### src/rtl/vgrp_pkg.sv
package vgrp_pkg;
  typedef enum logic [1:0] {
    WM_NONE   = 2'b00,
    WM_DST    = 2'b01,
    WM_DST_S2 = 2'b10,
    WM_RSVD   = 2'b11
  } wmode_e;

  // log2 of an effective group size, -3..4
  typedef logic signed [3:0] elg_t;

  localparam int unsigned NOPND  = 3;
  localparam int unsigned OP_VD  = 0;
  localparam int unsigned OP_VS1 = 1;
  localparam int unsigned OP_VS2 = 2;
endpackage

### src/rtl/vgrp_lmul_dec.sv
module vgrp_lmul_dec
  import vgrp_pkg::*;
(
  input  logic [2:0] vlmul_i,
  output elg_t       lg_o,
  output logic       rsvd_o
);
  always_comb begin
    rsvd_o = 1'b0;
    unique case (vlmul_i)
      3'b000: lg_o = 4'sd0;
      3'b001: lg_o = 4'sd1;
      3'b010: lg_o = 4'sd2;
      3'b011: lg_o = 4'sd3;
      3'b111: lg_o = -4'sd1;
      3'b110: lg_o = -4'sd2;
      3'b101: lg_o = -4'sd3;
      default: begin
        lg_o   = 4'sd0;
        rsvd_o = 1'b1;
      end
    endcase
  end
endmodule

### src/rtl/vgrp_align_chk.sv
module vgrp_align_chk
  import vgrp_pkg::*;
#(
  parameter int unsigned IDX_W = 5
) (
  input  logic [IDX_W-1:0] idx_i,
  input  elg_t             elg_i,
  output logic             ok_o
);
  // fractional or unit groups impose no alignment
  always_comb begin
    ok_o = 1'b1;
    for (int b = 0; b < IDX_W; b++) begin
      if (idx_i[b] && (int'(elg_i) > b)) ok_o = 1'b0;
    end
  end
endmodule

### src/rtl/vgrp_uop_gen.sv
module vgrp_uop_gen
  import vgrp_pkg::*;
#(
  parameter int unsigned IDX_W = 5,
  parameter int unsigned CNT_W = 3
) (
  input  logic                        clk_i,
  input  logic                        rst_ni,
  input  logic                        accept_i,
  input  logic                        bad_i,
  input  logic [NOPND-1:0][IDX_W-1:0] base_i,
  input  logic [NOPND-1:0]            narrow_i,
  input  logic [CNT_W-1:0]            last_i,
  input  logic                        masked_i,
  input  logic                        uop_ready_i,
  output logic                        busy_o,
  output logic                        illegal_o,
  output logic [NOPND-1:0][IDX_W-1:0] uop_idx_o,
  output logic [CNT_W-1:0]            uop_seq_o,
  output logic                        uop_last_o,
  output logic                        uop_masked_o
);
  logic                        busy_q, ill_q, masked_q;
  logic [CNT_W-1:0]            k_q, last_q;
  logic [NOPND-1:0][IDX_W-1:0] base_q;
  logic [NOPND-1:0]            narrow_q;

  always_ff @(posedge clk_i or negedge rst_ni) begin
    if (!rst_ni) begin
      busy_q   <= 1'b0;
      ill_q    <= 1'b0;
      masked_q <= 1'b0;
      k_q      <= '0;
      last_q   <= '0;
      base_q   <= '0;
      narrow_q <= '0;
    end else begin
      ill_q <= accept_i && bad_i;
      if (accept_i && !bad_i) begin
        busy_q   <= 1'b1;
        k_q      <= '0;
        last_q   <= last_i;
        base_q   <= base_i;
        narrow_q <= narrow_i;
        masked_q <= masked_i;
      end else if (busy_q && uop_ready_i) begin
        if (k_q == last_q) busy_q <= 1'b0;
        else               k_q    <= k_q + 1'b1;
      end
    end
  end

  for (genvar i = 0; i < NOPND; i++) begin : g_opnd
    logic [CNT_W-1:0] off;
    assign off          = narrow_q[i] ? (k_q >> 1) : k_q;
    assign uop_idx_o[i] = base_q[i] + IDX_W'(off);
  end

  assign busy_o       = busy_q;
  assign illegal_o    = ill_q;
  assign uop_seq_o    = k_q;
  assign uop_last_o   = busy_q && (k_q == last_q);
  assign uop_masked_o = masked_q;
endmodule

### src/rtl/vgrp_seq.sv
module vgrp_seq
  import vgrp_pkg::*;
#(
  parameter int unsigned IDX_W   = 5,
  parameter int unsigned MAX_UOP = 8
) (
  input  logic                         clk_i,
  input  logic                         rst_ni,
  input  logic                         in_valid_i,
  output logic                         in_ready_o,
  input  logic [IDX_W-1:0]             vd_i,
  input  logic [IDX_W-1:0]             vs1_i,
  input  logic [IDX_W-1:0]             vs2_i,
  input  logic [2:0]                   vlmul_i,
  input  logic [1:0]                   wmode_i,
  input  logic                         masked_i,
  output logic                         uop_valid_o,
  input  logic                         uop_ready_i,
  output logic [IDX_W-1:0]             uop_vd_o,
  output logic [IDX_W-1:0]             uop_vs1_o,
  output logic [IDX_W-1:0]             uop_vs2_o,
  output logic [$clog2(MAX_UOP)-1:0]   uop_seq_o,
  output logic                         uop_last_o,
  output logic                         uop_masked_o,
  output logic                         illegal_o
);
  localparam int unsigned CNT_W  = $clog2(MAX_UOP);
  localparam int          MAX_LG = $clog2(MAX_UOP);

  wmode_e wm;
  elg_t   lg, cnt_lg;
  logic   rsvd, wide_d, wide_s2, too_big, mask_hit, bad, busy, accept;
  logic [NOPND-1:0][IDX_W-1:0] base;
  elg_t [NOPND-1:0]            elg;
  logic [NOPND-1:0]            ok, narrow;
  logic [CNT_W-1:0]            last_k;

  assign wm = wmode_e'(wmode_i);

  vgrp_lmul_dec i_dec (
    .vlmul_i (vlmul_i),
    .lg_o    (lg),
    .rsvd_o  (rsvd)
  );

  assign wide_d  = (wm == WM_DST) || (wm == WM_DST_S2);
  assign wide_s2 = (wm == WM_DST_S2);

  assign base[OP_VD]  = vd_i;
  assign base[OP_VS1] = vs1_i;
  assign base[OP_VS2] = vs2_i;
  assign elg[OP_VD]   = wide_d  ? lg + 4'sd1 : lg;
  assign elg[OP_VS1]  = lg;
  assign elg[OP_VS2]  = wide_s2 ? lg + 4'sd1 : lg;

  // destination always has the largest group; it sets the micro-op count
  assign cnt_lg = (elg[OP_VD] > 4'sd0) ? elg[OP_VD] : 4'sd0;

  for (genvar i = 0; i < NOPND; i++) begin : g_chk
    vgrp_align_chk #(.IDX_W(IDX_W)) i_align (
      .idx_i (base[i]),
      .elg_i (elg[i]),
      .ok_o  (ok[i])
    );
    assign narrow[i] = elg[i] < cnt_lg;
  end

  always_comb begin
    last_k = '0;
    for (int b = 0; b < CNT_W; b++) begin
      if (int'(cnt_lg) > b) last_k[b] = 1'b1;
    end
  end

  assign too_big  = (int'(elg[OP_VD]) > MAX_LG) || (int'(elg[OP_VS2]) > MAX_LG);
  assign mask_hit = masked_i && (vd_i == '0);
  assign bad      = rsvd || (wm == WM_RSVD) || too_big || mask_hit || !(&ok);

  assign in_ready_o = !busy;
  assign accept     = in_valid_i && in_ready_o;

  logic [NOPND-1:0][IDX_W-1:0] uop_idx;

  vgrp_uop_gen #(.IDX_W(IDX_W), .CNT_W(CNT_W)) i_gen (
    .clk_i        (clk_i),
    .rst_ni       (rst_ni),
    .accept_i     (accept),
    .bad_i        (bad),
    .base_i       (base),
    .narrow_i     (narrow),
    .last_i       (last_k),
    .masked_i     (masked_i),
    .uop_ready_i  (uop_ready_i),
    .busy_o       (busy),
    .illegal_o    (illegal_o),
    .uop_idx_o    (uop_idx),
    .uop_seq_o    (uop_seq_o),
    .uop_last_o   (uop_last_o),
    .uop_masked_o (uop_masked_o)
  );

  assign uop_valid_o = busy;
  assign uop_vd_o    = uop_idx[OP_VD];
  assign uop_vs1_o   = uop_idx[OP_VS1];
  assign uop_vs2_o   = uop_idx[OP_VS2];
endmodule

### config.mk
export PLATFORM = sky130hd
export DESIGN_NAME = vgrp_seq
export DESIGN_NICKNAME = d
export VERILOG_FILES = /design/src/rtl/vgrp_pkg.sv /design/src/rtl/vgrp_lmul_dec.sv /design/src/rtl/vgrp_align_chk.sv /design/src/rtl/vgrp_uop_gen.sv /design/src/rtl/vgrp_seq.sv
export SDC_FILE = /design/constraint.sdc
export NUM_CORES = 1
export LEC_CHECK = 0
export ABC_AREA = 0
export CORE_UTILIZATION = 30
export DETAILED_ROUTE_END_ITERATION = 8
export MAX_ROUTING_LAYER = met4
export PLACE_DENSITY = 0.56
export SLEW_MARGIN = 10
export SYNTH_ARGS = -nofsm -noshare
export SYNTH_HDL_FRONTEND = slang
export SYNTH_SLANG_ARGS = --single-unit
### constraint.sdc
create_clock -name clk_i -period 2.3 [get_ports clk_i]
set_input_delay 0.69 -clock clk_i [delete_from_list [all_inputs] [get_ports clk_i]]
set_output_delay 0.69 -clock clk_i [all_outputs]
set_load 0.005 [all_outputs]
; ---- After elaboration in Yosys (flattened, before gate mapping)
; Cells that the tools add are included.
[word_totals]
register_bits = 27
inputBits = 25
output_inout_bits = 23
wordCells = 117
[op_classes]
addsub = 5
order_cmp = 22
n_eq_ne = 11
n_mux = 32
n_reduce_logical = 38
[ops]
columns = cell, n
row1 = $gt 4x3->1 const B, 7
row2 = $pmux 4 s6, 1
row3 = $mux 1, 22
row4 = $logic_and 1x1->1, 21
row5 = $gt 4x1->1 const B, 5
row6 = $mux 3, 6
row7 = $gt 4x2->1 const B, 4
row8 = $add 5x3->5, 3
row9 = $gt 4x4->1 const B, 3
row10 = $lt 4x4->1, 3
row11 = $mux 4, 3
row12 = $eq 3x3->1 const B, 3
row13 = $reduce_or 7->1, 1
row14 = $eq 3x2->1 const B, 2
row15 = $logic_or 1x1->1, 6
row16 = $logic_not 5->1, 1
row17 = $add 4x2->4 const B, 1
row18 = $eq 2x2->1 const B, 2
row19 = $reduce_and 2->1, 2
row20 = $reduce_bool 2->1, 2
row21 = $add 3x1->3 const B, 1
row22 = $eq 3x1->1 const B, 1
row23 = $eq 3x3->1, 1
row24 = $logic_not 1->1, 3
row25 = other kinds (4), 4

; ---- Depth between registers and ports, before layout
[depth]
depth_word = 18
mapped_depth = 14
mapped_depth_nobuf = 13

; ---- Hierarchy
; Synthesis repeated with hierarchy kept, for this count alone.
[hier_totals]
cells_unflattened = 210
hier_area_um2 = 2177.1
[by_module_without_submodules]
columns = mod, instances, cells_per_inst, area_per_inst_um2, seq_area_each_um2
row1 = vgrp_uop_gen, 1, 128, 1550.2, 675.6
row2 = vgrp_seq, 1, 59, 441.7, 0.0
row3 = vgrp_align_chk, 3, 6, 50.0, 0.0
row4 = vgrp_lmul_dec, 1, 5, 35.0, 0.0

; ---- Worst setup path before layout
; No wires, ideal clock.
[synth_timing]
path_kind = in2reg
startpoint = input vlmul_i[1]
endpoint = register i_gen.base_q[0] (netlist name)
setup_ns = 0.127
arrival_time_ns = 3.309
t_required_ns = 2.173
slack_ns = -1.137
stages = 13
path_buffers = 2
path_cell_list = inv_1 > ha_1 > o31a_1 > nand2b_1 > clkbuf_1 > ha_1 > nand2b_1 > o21ai_0 > o22a_1 > o32ai_2 > nor4_4 > buf_6 > mux2_1
[synth_between]
elab_chain_cells = 16
elab_cells_between_ends = 67
cone_classes = add/sub: 1 / order compare: 15 / eq/ne: 6 / mux: 19 / reduce/logical: 26
[synth_lines]
columns = element, line_no
row1 = start: declaration, vgrp_seq.sv:14  ; input logic [2:0] vlmul_i,
row2 = $eq 3x3->1 (tied with other cells), vgrp_lmul_dec.sv:10  ; unique case (vlmul_i)
row3 = $pmux 4 s6, vgrp_lmul_dec.sv:10
row4 = $add 4x2->4, "vgrp_seq.sv:52, vgrp_seq.sv:54"
row5 = $mux 4 (on tied branches), "vgrp_seq.sv:52, vgrp_seq.sv:54"
row6 = $gt 4x1->1, vgrp_align_chk.sv:14  ; if (idx_i[b] && (int'(elg_i) > b)) ok_o = 1'b0;
row7 = $logic_and 1x1->1, vgrp_align_chk.sv:14
row8 = $mux 1 (5 in series), vgrp_align_chk.sv:14
row9 = $reduce_and 3->1, vgrp_seq.sv:77  ; assign bad = rsvd || (wm == WM_RSVD) || too_big || mask_hit || !(&ok);
row10 = $logic_not 1->1, vgrp_seq.sv:77
row11 = $logic_or 1x1->1 (*), vgrp_seq.sv:77
row12 = $logic_not 1->1 (*), vgrp_uop_gen.sv:39  ; if (accept_i && !bad_i) begin
row13 = $logic_and 1x1->1 (*), vgrp_uop_gen.sv:39
row14 = end signal: assignment, vgrp_uop_gen.sv:43  ; base_q <= base_i;
row15 = end: declaration, vgrp_uop_gen.sv:25  ; logic [NOPND-1:0][IDX_W-1:0] base_q;
; Every way passes the cells marked *; elsewhere a longest branch is shown, timed or not.
; A chain may end at the register's enable or synchronous reset.

; ---- Worst setup path in the final report
[layout_timing]
startpoint = input vlmul_i[0]
endpoint = register i_gen.narrow_q[2]
[layout_between]
elab_chain_cells = 16
elab_cells_between_ends = 70
cone_classes = add/sub: 1 / order compare: 17 / eq/ne: 6 / mux: 20 / reduce/logical: 26
[layout_lines]
columns = element, line_no
row1 = $eq 3x3->1 (tied with other cells), vgrp_lmul_dec.sv:10
row2 = $pmux 4 s6, vgrp_lmul_dec.sv:10
row3 = $add 4x2->4, "vgrp_seq.sv:52, vgrp_seq.sv:54"
row4 = $mux 4 (on tied branches), "vgrp_seq.sv:52, vgrp_seq.sv:54"
row5 = $gt 4x1->1 (on tied branches), "vgrp_align_chk.sv:14, vgrp_seq.sv:57"
row6 = $logic_and 1x1->1, vgrp_align_chk.sv:14
row7 = $mux 1 (5 in series), vgrp_align_chk.sv:14
row8 = $reduce_and 3->1, vgrp_seq.sv:77
row9 = $logic_not 1->1, vgrp_seq.sv:77
row10 = $logic_or 1x1->1, vgrp_seq.sv:77
row11 = $logic_not 1->1, vgrp_uop_gen.sv:39
row12 = $logic_and 1x1->1, vgrp_uop_gen.sv:39
row13 = end signal: assignment, vgrp_uop_gen.sv:44  ; narrow_q <= narrow_i;
row14 = end: declaration, vgrp_uop_gen.sv:26  ; logic [NOPND-1:0] narrow_q;
; Several ways; a longest one is shown, not always the timed one.

==> summary.txt <==
Run status
  – Outcome: finished with violations
  – Violated checks: negative setup slack

Die
  – Initial Util: 31.3%
  – Die Y: 86.5 um
  – Die footprint: 7480 um^2
  – Core area: 6830 um^2
  – Num rows: 30
  – DIE WIDTH: 86.5 um
  – IO Pins: 48

Logic synthesis
  – Area share of the largest cell type after synthesis: 31.6%
  – Post-Syn Instances: 214
  – Post-synthesis register bit count: 27
  – YS warnings: 0
  – Post-synthesis cell type count: 43
  – Top cells by area, synth: dfrtp_1 (32%), ha_1 (13%), mux2_1 (9.5%)
  – Yosys top cell by area: dfrtp_1
  – Synth Area per Inst: 10.0 um^2
  – Synth Cell Area: 2140 um^2
  – Sequential area share after synthesis: 31.6%
  – Post-synth net total: 264

Run
  – Max Cap Viol: 0

Worst setup path
  – CP peak stage delay: 0.38 ns
  – Most frequent CP cell: buf_6
  – Worst Setup Start Kind: primary input
  – R2R Setup Slk: 0.34 ns
  – Slowest CP cell: or3_4
  – WP buf/inv: 5
  – Crit Path Max Fanout: 3
  – Worst path top cell family by delay: compound AO/OA/AOI/OAI gates
  – Critical path arrival: 3.07 ns
  – Worst path required time: 2.47 ns
  – Crit path cell chain: buf_6 > buf_6 > inv_12 > ha_4 > o31a_1 > buf_4 > or3_4 > buf_6 > nand2_2 > o21a_1 > nand2_1 > ha_1 > o21a_1 > o22a_1 > o41ai_2 > mux2_4
  – CP Class: primary input to flip-flop
  – Worst Setup End Kind: flip-flop

Drt
  – Metal-1 WL: 2730 um
  – DR vias: 1990
  – 1st-pass router iterations: 4
  – Vias per inst: 4.51
  – Met3 WL post-DR: 125 um
  – Post-Route WL: 6020 um
  – DRC errors left: 0
  – Uppermost layer routed: met4
  – Drt wl/cell: 13.7 um
  – Drt first-iter violations: 66
  – Post-detailed-route count of antenna-violating nets: 0
  – WL met2: 3050 um

Clock tree
  – Cts hold-fix bufs: 0
  – Root Driver: clkbuf_8
  – CTS tree: yes
  – Worst-skew pair later-pin latency: 0.27 ns
  – Clk buf depth: 2
  – CTS Sinks: 27
  – Clock-pin slew on the worst setup and hold paths: 0.09 ns
  – TritonCTS Buffers: 3
  – H-tree Lvls: 1

Cells and area
  – Final Non-Filler Cells: 441
  – Most frequent cells in the layout: buf_4 (56), buf_6 (32), mux2_4 (25), clkdlybuf4s50_1 (25), dfrtp_1 (24)
  – Layout cell share with drive strength beyond 1: 54.8%
  – Final net count: 396
  – Antenna cells: 0
  – Finished Core Util: 57.6%
  – Commonest non-fill, non-tap cell in the layout: buf_4
  – Layout area overhead: 83.8%

Timing
  – Pins Over Slew Limit: 0
  – RSZ-0062 raised after global routing: true
  – Final WS setup: -0.600 ns
  – Final-report hold violation count: 0
  – Worst Hold Slack: 0.523 ns
  – Max Clock Skew: 0.00429 ns
  – Final Critical Period: 2.90 ns
  – Fmax: 345 MHz
  – Worst slew pin tran: 0.434 ns
  – Slew HR: 70.9%
  – Final period util: 126%
  – Final setup viols: 39

Pwr
  – Static Leakage: 1.82 nW
  – Pwr Density: 1070 nW/um^2
  – Total Power: 4.23 mW
  – Worst VDD drop: 0.398 mV

Placed design
  – Dpl cells: 411
  – RePlAce Congestion: 0.848
  – Post-DP HPWL: 4250 um
  – Place WS: -1.28 ns
  – # port buffers: 47

Global route
  – Initial antenna violation count: 0
  – Gr usage total: 17.9%
  – Largest net degree at the start of global routing: 28
  – First-pass GRT wire length: 10100 um
  – Grt ovf: 0
  – Number of global-route vias before repair: 2075

Min path
  – Worst hold path class: flip-flop to flip-flop
==> path summary, 6_finish.rpt <==
check,endpoint,startpoint,depth (start not counted)
max in group asynchronous,i_gen.uop_seq_o[1],rst_ni,2
worst max register to register,i_gen.uop_seq_o[2],i_gen.uop_seq_o[1],9
worst min-delay path,i_gen.uop_masked_o,i_gen.uop_masked_o,1
worst max-delay path,i_gen.narrow_q[2],vlmul_i[0],16
worst min register to register,i_gen.uop_masked_o,i_gen.uop_masked_o,1
min in group asynchronous,i_gen.uop_seq_o[2],rst_ni,2
==> cells in the mapped netlist <==
| cell | n |
|---|---|
| dfrtp_1 | 27 |
| inv_1 | 23 |
| ha_1 | 22 |
| mux2_1 | 18 |
| xnor2_1 | 11 |
| nor2_1 | 9 |
| nand2_1 | 8 |
| o21ai_0 | 8 |
| mux2_2 | 7 |
| nor3_1 | 7 |
| nor2b_1 | 6 |
| a21oi_1 | 5 |
| clkbuf_1 | 5 |
| mux2i_1 | 5 |
| a21o_1 | 4 |
| nand2b_1 | 4 |
| xor2_1 | 4 |
| a31oi_1 | 3 |
| fa_1 | 3 |
| a211oi_1 | 2 |
| and3_1 | 2 |
| buf_6 | 2 |
| nand3_1 | 2 |
| nand3b_1 | 2 |
| nor4_1 | 2 |
| o21a_1 | 2 |
| o22a_1 | 2 |
| o22ai_1 | 2 |
| o31ai_1 | 2 |
| or3_1 | 2 |
| a22oi_1 | 1 |
| buf_2 | 1 |
| nand4_1 | 1 |
| nor3b_1 | 1 |
| nor3b_2 | 1 |
| nor4_4 | 1 |
| o211ai_1 | 1 |
| o21ba_2 | 1 |
| o21bai_1 | 1 |
| o31a_1 | 1 |
| o32ai_2 | 1 |
| o41ai_1 | 1 |
| or4_1 | 1 |
==> stage by stage <==
stage,instance area [um^2],TNS [ns]
2_1_floorplan,2300,-15.00
3_3_place_gp,3310,-37.09
3_5_place_dp,3310,-38.64
4_1_cts,3830,-18.72
5_1_grt,3940,-21.62
6_report,3940,-18.62
==> cell type report <==
class | count | area [um^2]
clock buffer | 4 | 45.0
fill | 590 | 2900
inverter | 23 | 111
multi-input combinational | 156 | 1740
sequential | 27 | 679
tap | 96 | 120
timing repair buffer | 135 | 1230
==> power breakdown <==
part / switching [mW] / internal [mW]
Combinational: 1.10 / 1.91
Sequential: 0.238 / 0.707
Clock: 0.146 / 0.124
==> per-layer routing <==
metal,GRT usage (%),vias up
met5,-,-
met4,5.76,0
met3,1.24,9
met2,30.6,28
met1,22.7,944
li1,-,1009
==> state kept, by name, summed over array words and instances, names as in the netlist <==
| signal | cells |
|---|---|
| i_gen.busy_o | 1 |
| i_gen.last_q | 3 |
| i_gen.uop_seq_o | 3 |
| i_gen.uop_masked_o | 1 |
| i_gen.base_q | 15 |
| i_gen.illegal_o | 1 |
| i_gen.narrow_q | 3 |
==> logic make-up (layout without fill, tap and decap cells) <==
group	Yosys count	after routing	share of synthesized area (%)
simple gates	49	49	13.0
compound gates	37	37	11.9
buf+inv	31	162	6.19
mux	30	30	15.5
flops	27	27	31.6
fa+ha+maj	25	25	15.7
xor+xnor	15	15	6.14
==> worst reg2reg max path, stage by stage (launching register included) <==
cell	delay [ns]
dfrtp_2	0.46
buf_6	0.13
buf_6	0.12
xor2_2	0.17
buf_4	0.13
nor3_1	0.25
nor2_1	0.14
nand2_1	0.10
xor2_1	0.28
nor2_4	0.06
==> timing repair <==
| item | in CTS | in global routing |
|---|---|---|
| pin swaps | 28 | 19 |
| setup buffers | 26 | 3 |
| endpoints found under the hold margin | 0 | 0 |
| gates cloned | 3 | 0 |
| setup endpoints to repair | 43 | 42 |
| gates resized for setup | 148 | 31 |
Power figures use the tool's default switching activity.
